[src/rtl/trap_pc_pkg.sv]
package trap_pc_pkg;
  typedef enum logic [1:0] {
    SEL_SEQ  = 2'd0,
    SEL_TRAP = 2'd1,
    SEL_RFE  = 2'd2
  } pcSelT;

  typedef struct packed {
    pcSelT pcSel;
    logic  loadIar;
  } ctrlT;
endpackage

[src/rtl/trap_pc_ctrl.sv]
module trap_pc_ctrl
  import trap_pc_pkg::*;
(
  input  logic instValid,
  input  logic isTrap,
  input  logic isRfe,
  input  logic isNop,
  output ctrlT ctrl
);
  always_comb begin
    ctrl.pcSel   = SEL_SEQ;
    ctrl.loadIar = 1'b0;
    if (instValid) begin
      if (isTrap) begin
        ctrl.pcSel   = SEL_TRAP;
        ctrl.loadIar = 1'b1;
      end else if (isRfe) begin
        ctrl.pcSel = SEL_RFE;
      end else if (isNop) begin
        ctrl.pcSel = SEL_SEQ;
      end
    end
  end
endmodule

[src/rtl/trap_pc_dp.sv]
module trap_pc_dp
  import trap_pc_pkg::*;
#(
  parameter int          XLEN       = 32,
  parameter int          FIELD_W    = 26,
  parameter int          RET_OFFSET = 8,
  parameter logic [31:0] RESET_VEC  = 32'h0000_0100
) (
  input  logic               clk,
  input  logic               rstN,
  input  ctrlT               ctrl,
  input  logic [FIELD_W-1:0] trapField,
  input  logic [XLEN-1:0]    seqPc,
  output logic [XLEN-1:0]    pc,
  output logic [XLEN-1:0]    iar
);
  localparam int PAD_W = XLEN - FIELD_W;

  logic [XLEN-1:0] pcReg, iarReg, trapTarget, retAddr, pcNext;

  assign trapTarget = {{PAD_W{1'b0}}, trapField};
  assign retAddr    = pcReg + XLEN'(RET_OFFSET);

  always_comb begin
    unique case (ctrl.pcSel)
      SEL_TRAP: pcNext = trapTarget;
      SEL_RFE:  pcNext = iarReg;
      default:  pcNext = seqPc;
    endcase
  end

  always_ff @(posedge clk) begin
    if (!rstN) begin
      pcReg  <= RESET_VEC[XLEN-1:0];
      iarReg <= '0;
    end else begin
      pcReg <= pcNext;
      if (ctrl.loadIar) iarReg <= retAddr;
    end
  end

  assign pc  = pcReg;
  assign iar = iarReg;
endmodule

[src/rtl/trap_pc_unit.sv]
module trap_pc_unit
  import trap_pc_pkg::*;
#(
  parameter int          XLEN       = 32,
  parameter int          FIELD_W    = 26,
  parameter int          RET_OFFSET = 8,
  parameter logic [31:0] RESET_VEC  = 32'h0000_0100
) (
  input  logic               clk,
  input  logic               rstN,
  input  logic               instValid,
  input  logic               isTrap,
  input  logic               isRfe,
  input  logic               isNop,
  input  logic [FIELD_W-1:0] trapField,
  input  logic [XLEN-1:0]    seqPc,
  output logic [XLEN-1:0]    pc,
  output logic [XLEN-1:0]    iar
);
  ctrlT ctrl;

  trap_pc_ctrl uCtrl (
    .instValid(instValid),
    .isTrap   (isTrap),
    .isRfe    (isRfe),
    .isNop    (isNop),
    .ctrl     (ctrl)
  );

  trap_pc_dp #(
    .XLEN      (XLEN),
    .FIELD_W   (FIELD_W),
    .RET_OFFSET(RET_OFFSET),
    .RESET_VEC (RESET_VEC)
  ) uDp (
    .clk      (clk),
    .rstN     (rstN),
    .ctrl     (ctrl),
    .trapField(trapField),
    .seqPc    (seqPc),
    .pc       (pc),
    .iar      (iar)
  );
endmodule

[config.mk]
export PLATFORM = sky130hd
export DESIGN_NAME = trap_pc_unit
export DESIGN_NICKNAME = d
export VERILOG_FILES = /design/src/rtl/trap_pc_pkg.sv /design/src/rtl/trap_pc_ctrl.sv /design/src/rtl/trap_pc_dp.sv /design/src/rtl/trap_pc_unit.sv
export SDC_FILE = /design/constraint.sdc
export NUM_CORES = 1
export LEC_CHECK = 0
export BUFFER_PORTS_ARGS = -buffer_cell sky130_fd_sc_hd__buf_2
export CORE_ASPECT_RATIO = 1.4
export CORE_UTILIZATION = 44
export CTS_CLUSTER_SIZE = 40
export DETAILED_ROUTE_END_ITERATION = 16
export PLACE_DENSITY = 0.8
export SYNTH_ARGS = -nofsm -noshare
export SYNTH_HDL_FRONTEND = slang
export SYNTH_SLANG_ARGS = --single-unit
[constraint.sdc]
create_clock -name clk -period 2 [get_ports clk]
set_clock_uncertainty 0.1 [all_clocks]
set_input_delay 0.1 -clock clk [delete_from_list [all_inputs] [get_ports clk]]
set_output_delay 0.1 -clock clk [all_outputs]
set_load 0.05 [all_outputs]
==> qor.tcl <==
set qor(drt-vias-per-instance) 5.70
set qor(seq_area_frac_synth) 0.396
set qor(floorplan.core_area_um2) 7030
set qor(detail_route.iter0.violations) 259
set qor(synth.cell_area_um2) 3240
set qor(tritoncts) {yes}
set qor(post_cts_buffers) 0
set qor(chain_of_cells_forming_the_critical_path) {ha_4, nand4_1, or3_4, or4_4, a31oi_1}
set qor(synth.most_common_cell) {sky130_fd_sc_hd__o21ai_0}
set qor(utilization) 0.684
set qor(run_status) {finished clean}
set qor(cts.clk_slew.worst_paths_ns) 0.08
set qor(worst_slew_margin_rel) 0.652
set qor(worst_hold_path.num_cells) 4
set qor(drtPass1Iterations) 5
set qor(wire_per_inst_um) 16.1
set qor(post_synth_xor_area_fraction) 0.0297
set qor(syn_area_cell_um2) 7.46
set qor(timing.hold.worst_endpoint) {uDp.pc[29]$_SDFF_PN0_}
set qor(post_route_non_filler_standard_cell_count) 701
set qor(h_tree_levels) 3
set qor(portBuffers) 126
set qor(finalSetupViolations) 0
set qor(crit_path_start_kind) {flip-flop}
set qor(ant_nets) 0
set qor(maxSlewViolCount) 0
set qor(num-nets-final) 666
set qor(netlist_top_cells_count) {sky130_fd_sc_hd__o21ai_0, sky130_fd_sc_hd__dfxtp_1, sky130_fd_sc_hd__nand2_1}
set qor(clk_latency_ns) 0.35
set qor(globalRoute.totalOverflow) 0
set qor(crit_fanout) 6
set qor(fp-row-count) 36
set qor(critical_path.reg2reg.endpoint) {uDp.iar[23]$_SDFFE_PN0P_}
set qor(top_level_ports) 128
set qor(diodes) 0
set qor(post_synth_mux_area_share) 0
set qor(number_of_flops_mapped_to_enable_cells_by_yosys) 0
set qor(hold_path_class) {in2reg}
set qor(min-delay-start) {seqPc[29]}
set qor(synth-compound-area-share) 0.271
set qor(wire_length_of_the_first_global_routing_pass_um) 18100
set qor(postSynthRegisterBits) 64
set qor(grt_start_max_net_pins) 30
set qor(globalplace.congestion) 0.884
set qor(synth_area_leaders) {sky130_fd_sc_hd__dfxtp_1, sky130_fd_sc_hd__o21ai_0, sky130_fd_sc_hd__a21oi_1}
set qor(chipWidth_um) 74.5
set qor(drive_above_1_share) 0.322
set qor(die_area_um2) 7710
set qor(timing_worst_slew_pin_value_ns) 0.521
set qor(clock_sink_count) 64
set qor(max_cap_violations) 0
set qor(critPathArrivalTime_ns) 2.16
set qor(timing.critical_path.required_ns) 2.17
set qor(num_vias) 3994
set qor(reg2reg_setup_slack_ns) 0.004
set qor(power-per-cell-area_nw_per_um2) 731
set qor(cts_inserted_buffers) 9
set qor(flow.area_growth_from_synthesis_pct) 48.3
set qor(cts_root_buf) {sky130_fd_sc_hd__clkbuf_8}
set qor(cp_slowest_stage_delay_ns) 0.52
set qor(crit_slowest_cell) {sky130_fd_sc_hd__or4_4}
set qor(netlist.area_leader.share) 0.396
set qor(worstReg2RegStart) {uDp.pc[3]$_SDFF_PN0_}
set qor(critPathKind) {reg2reg}
set qor(dpl.cell_count) 634
set qor(cts.path.max_buffers) 2
set qor(unrepaired_setup_endpoints_after_global_routing) {yes}
set qor(synth_cell_type_count) 36
set qor(synthFlopType) {sky130_fd_sc_hd__dfxtp_1}
set qor(maximum_resistive_drop_on_vdd_mv) 0.576
set qor(cellLeakagePower_nw) 2.05
set qor(die-height_um) 104
set qor(route.detailed.drc) 0
set qor(synth_simple_gate_area_frac) 0.236
set qor(first_global_vias) 3785
set qor(dpl.hpwl_um) 7130
set qor(synth.yosys.warnings) 0
set qor(layout.filler_cells) 563
set qor(worstSetupEndpointType) {flip-flop}
set qor(synth_fa_ha_area_frac) 0.00386
set qor(clock.fmax_mhz) 501
set qor(routed_wl_um) 11300
set qor(period_needed_ns) 2.00
set qor(netlist.top_cell.by_area) {sky130_fd_sc_hd__dfxtp_1}
set qor(r2r_cells) 5
set qor(synth.net_count) 499
set qor(overall_global_routing_usage) 0.300
set qor(synth_cells) 434
set qor(effective_utilization_at_floorplan) 0.461
set qor(synth_top_family_by_area) {compound AO/OA/AOI/OAI gates}
set qor(ys_async_sr_fraction) 0
set qor(fin_crit_sh) 0.998
set qor(timing.final.hold_violations) 0
set qor(grt_antenna_before_repair) 0
-- metrics by stage --
| stage | setup slack (ns) | hold WS (ns) | setup TNS [ns] | power [mW] | cell area [um^2] |
|---|---|---|---|---|---|
| after detailed placement | 0.00391 | 0.288 | 0 | 2.27 | 4060 |
| after global placement | 0.0609 | 0.279 | 0 | 2.25 | 4060 |
| final | 0.00381 | 0.0636 | 0 | 3.51 | 4800 |
| after floorplan | -0.0436 | 0.191 | -0.155 | 2.03 | 3310 |
| after CTS | -0.00274 | 0.0430 | -0.00274 | 3.49 | 4780 |
| after global routing | -0.0532 | 0.0977 | -0.122 | 3.65 | 4800 |
-- worst max-delay path, delay by kind of cell (launching register included) --
family	cells	cell delay (ns)
AOI/OAI and AO/OA	1	0.14
adders and majority gates	1	0.14
DFF	1	0.38
and+or+nand+nor	3	1.15
-- cells in the final DEF, fill, tap and decap left out, types with 11 or more instances in the layout --
master	count
sky130_fd_sc_hd__buf_2	126
sky130_fd_sc_hd__o21ai_0	76
sky130_fd_sc_hd__dlygate4sd3_1	51
sky130_fd_sc_hd__nand2_1	47
sky130_fd_sc_hd__dfxtp_1	44
sky130_fd_sc_hd__a21oi_1	36
sky130_fd_sc_hd__nor2_1	32
sky130_fd_sc_hd__buf_4	16
sky130_fd_sc_hd__inv_1	12
sky130_fd_sc_hd__dfxtp_4	12
sky130_fd_sc_hd__nand3_1	11
sky130_fd_sc_hd__nand4_1	11
sky130_fd_sc_hd__clkbuf_8	11
-- timing repair --
action	in CTS	in global routing
setup endpoints to repair	2	11
hold buffers	51	0
hold endpoints to repair	26	0
pin swaps	0	7
gates resized for setup	2	4
-- cell families after synthesis --
family                     after synthesis
AOI/OAI and AO/OA                      155
DFF                                     64
and+or+nand+nor                        151
xor gates and xnor gates                11
buffers and inverters                   52
adders and majority gates                1
-- cell type report --
cell class	count	area (um^2)	share of cell area
well taps	95	119	0.0247
inverters	13	52.6	0.0109
repair buffers	195	1300	0.271
clock inverters	5	55.1	0.0115
flip-flops and latches	64	1340	0.278
clock buffers	11	151	0.0315
multi-input cells	318	1790	0.372
-- layer usage --
layer | part of all wire | global-route usage | up-vias
met5 | 0 | 0 | -
met4 | 0.042 | 0.156 | 0
met3 | 0.069 | 0.0535 | 49
met2 | 0.49 | 0.487 | 212
met1 | 0.40 | 0.367 | 1835
li1 | - | - | 1898
-- how the worst max path moves through the flow --
stage / from / endpoint / slack (ns) / cells past startpoint
floorplan: uDp.pc[22]$_SDFF_PN0_ / uDp.iar[24]$_SDFFE_PN0P_ / -0.04 / 4
global placement: uDp.pc[3]$_SDFF_PN0_ / uDp.iar[21]$_SDFFE_PN0P_ / 0.06 / 5
detailed placement: uDp.pc[3]$_SDFF_PN0_ / uDp.iar[23]$_SDFFE_PN0P_ / 0.004 / 5
CTS: uDp.pc[3]$_SDFF_PN0_ / uDp.iar[23]$_SDFFE_PN0P_ / -0.003 / 5
global route: uDp.pc[3]$_SDFF_PN0_ / uDp.iar[23]$_SDFFE_PN0P_ / -0.05 / 5
finish: uDp.pc[3]$_SDFF_PN0_ / uDp.iar[23]$_SDFFE_PN0P_ / 0.004 / 5
-- sequential cells by signal, summed over array words and instances, names as in the netlist --
register / cells
uDp.iar: 32
uDp.pc: 32
-- report_power, final --
| part | internal (mW) | switching, mW |
|---|---|---|
| combinational | 0.309 | 0.585 |
| sequential | 1.36 | 0.109 |
| clock | 0.639 | 0.508 |
Power figures use the tool's default switching activity.
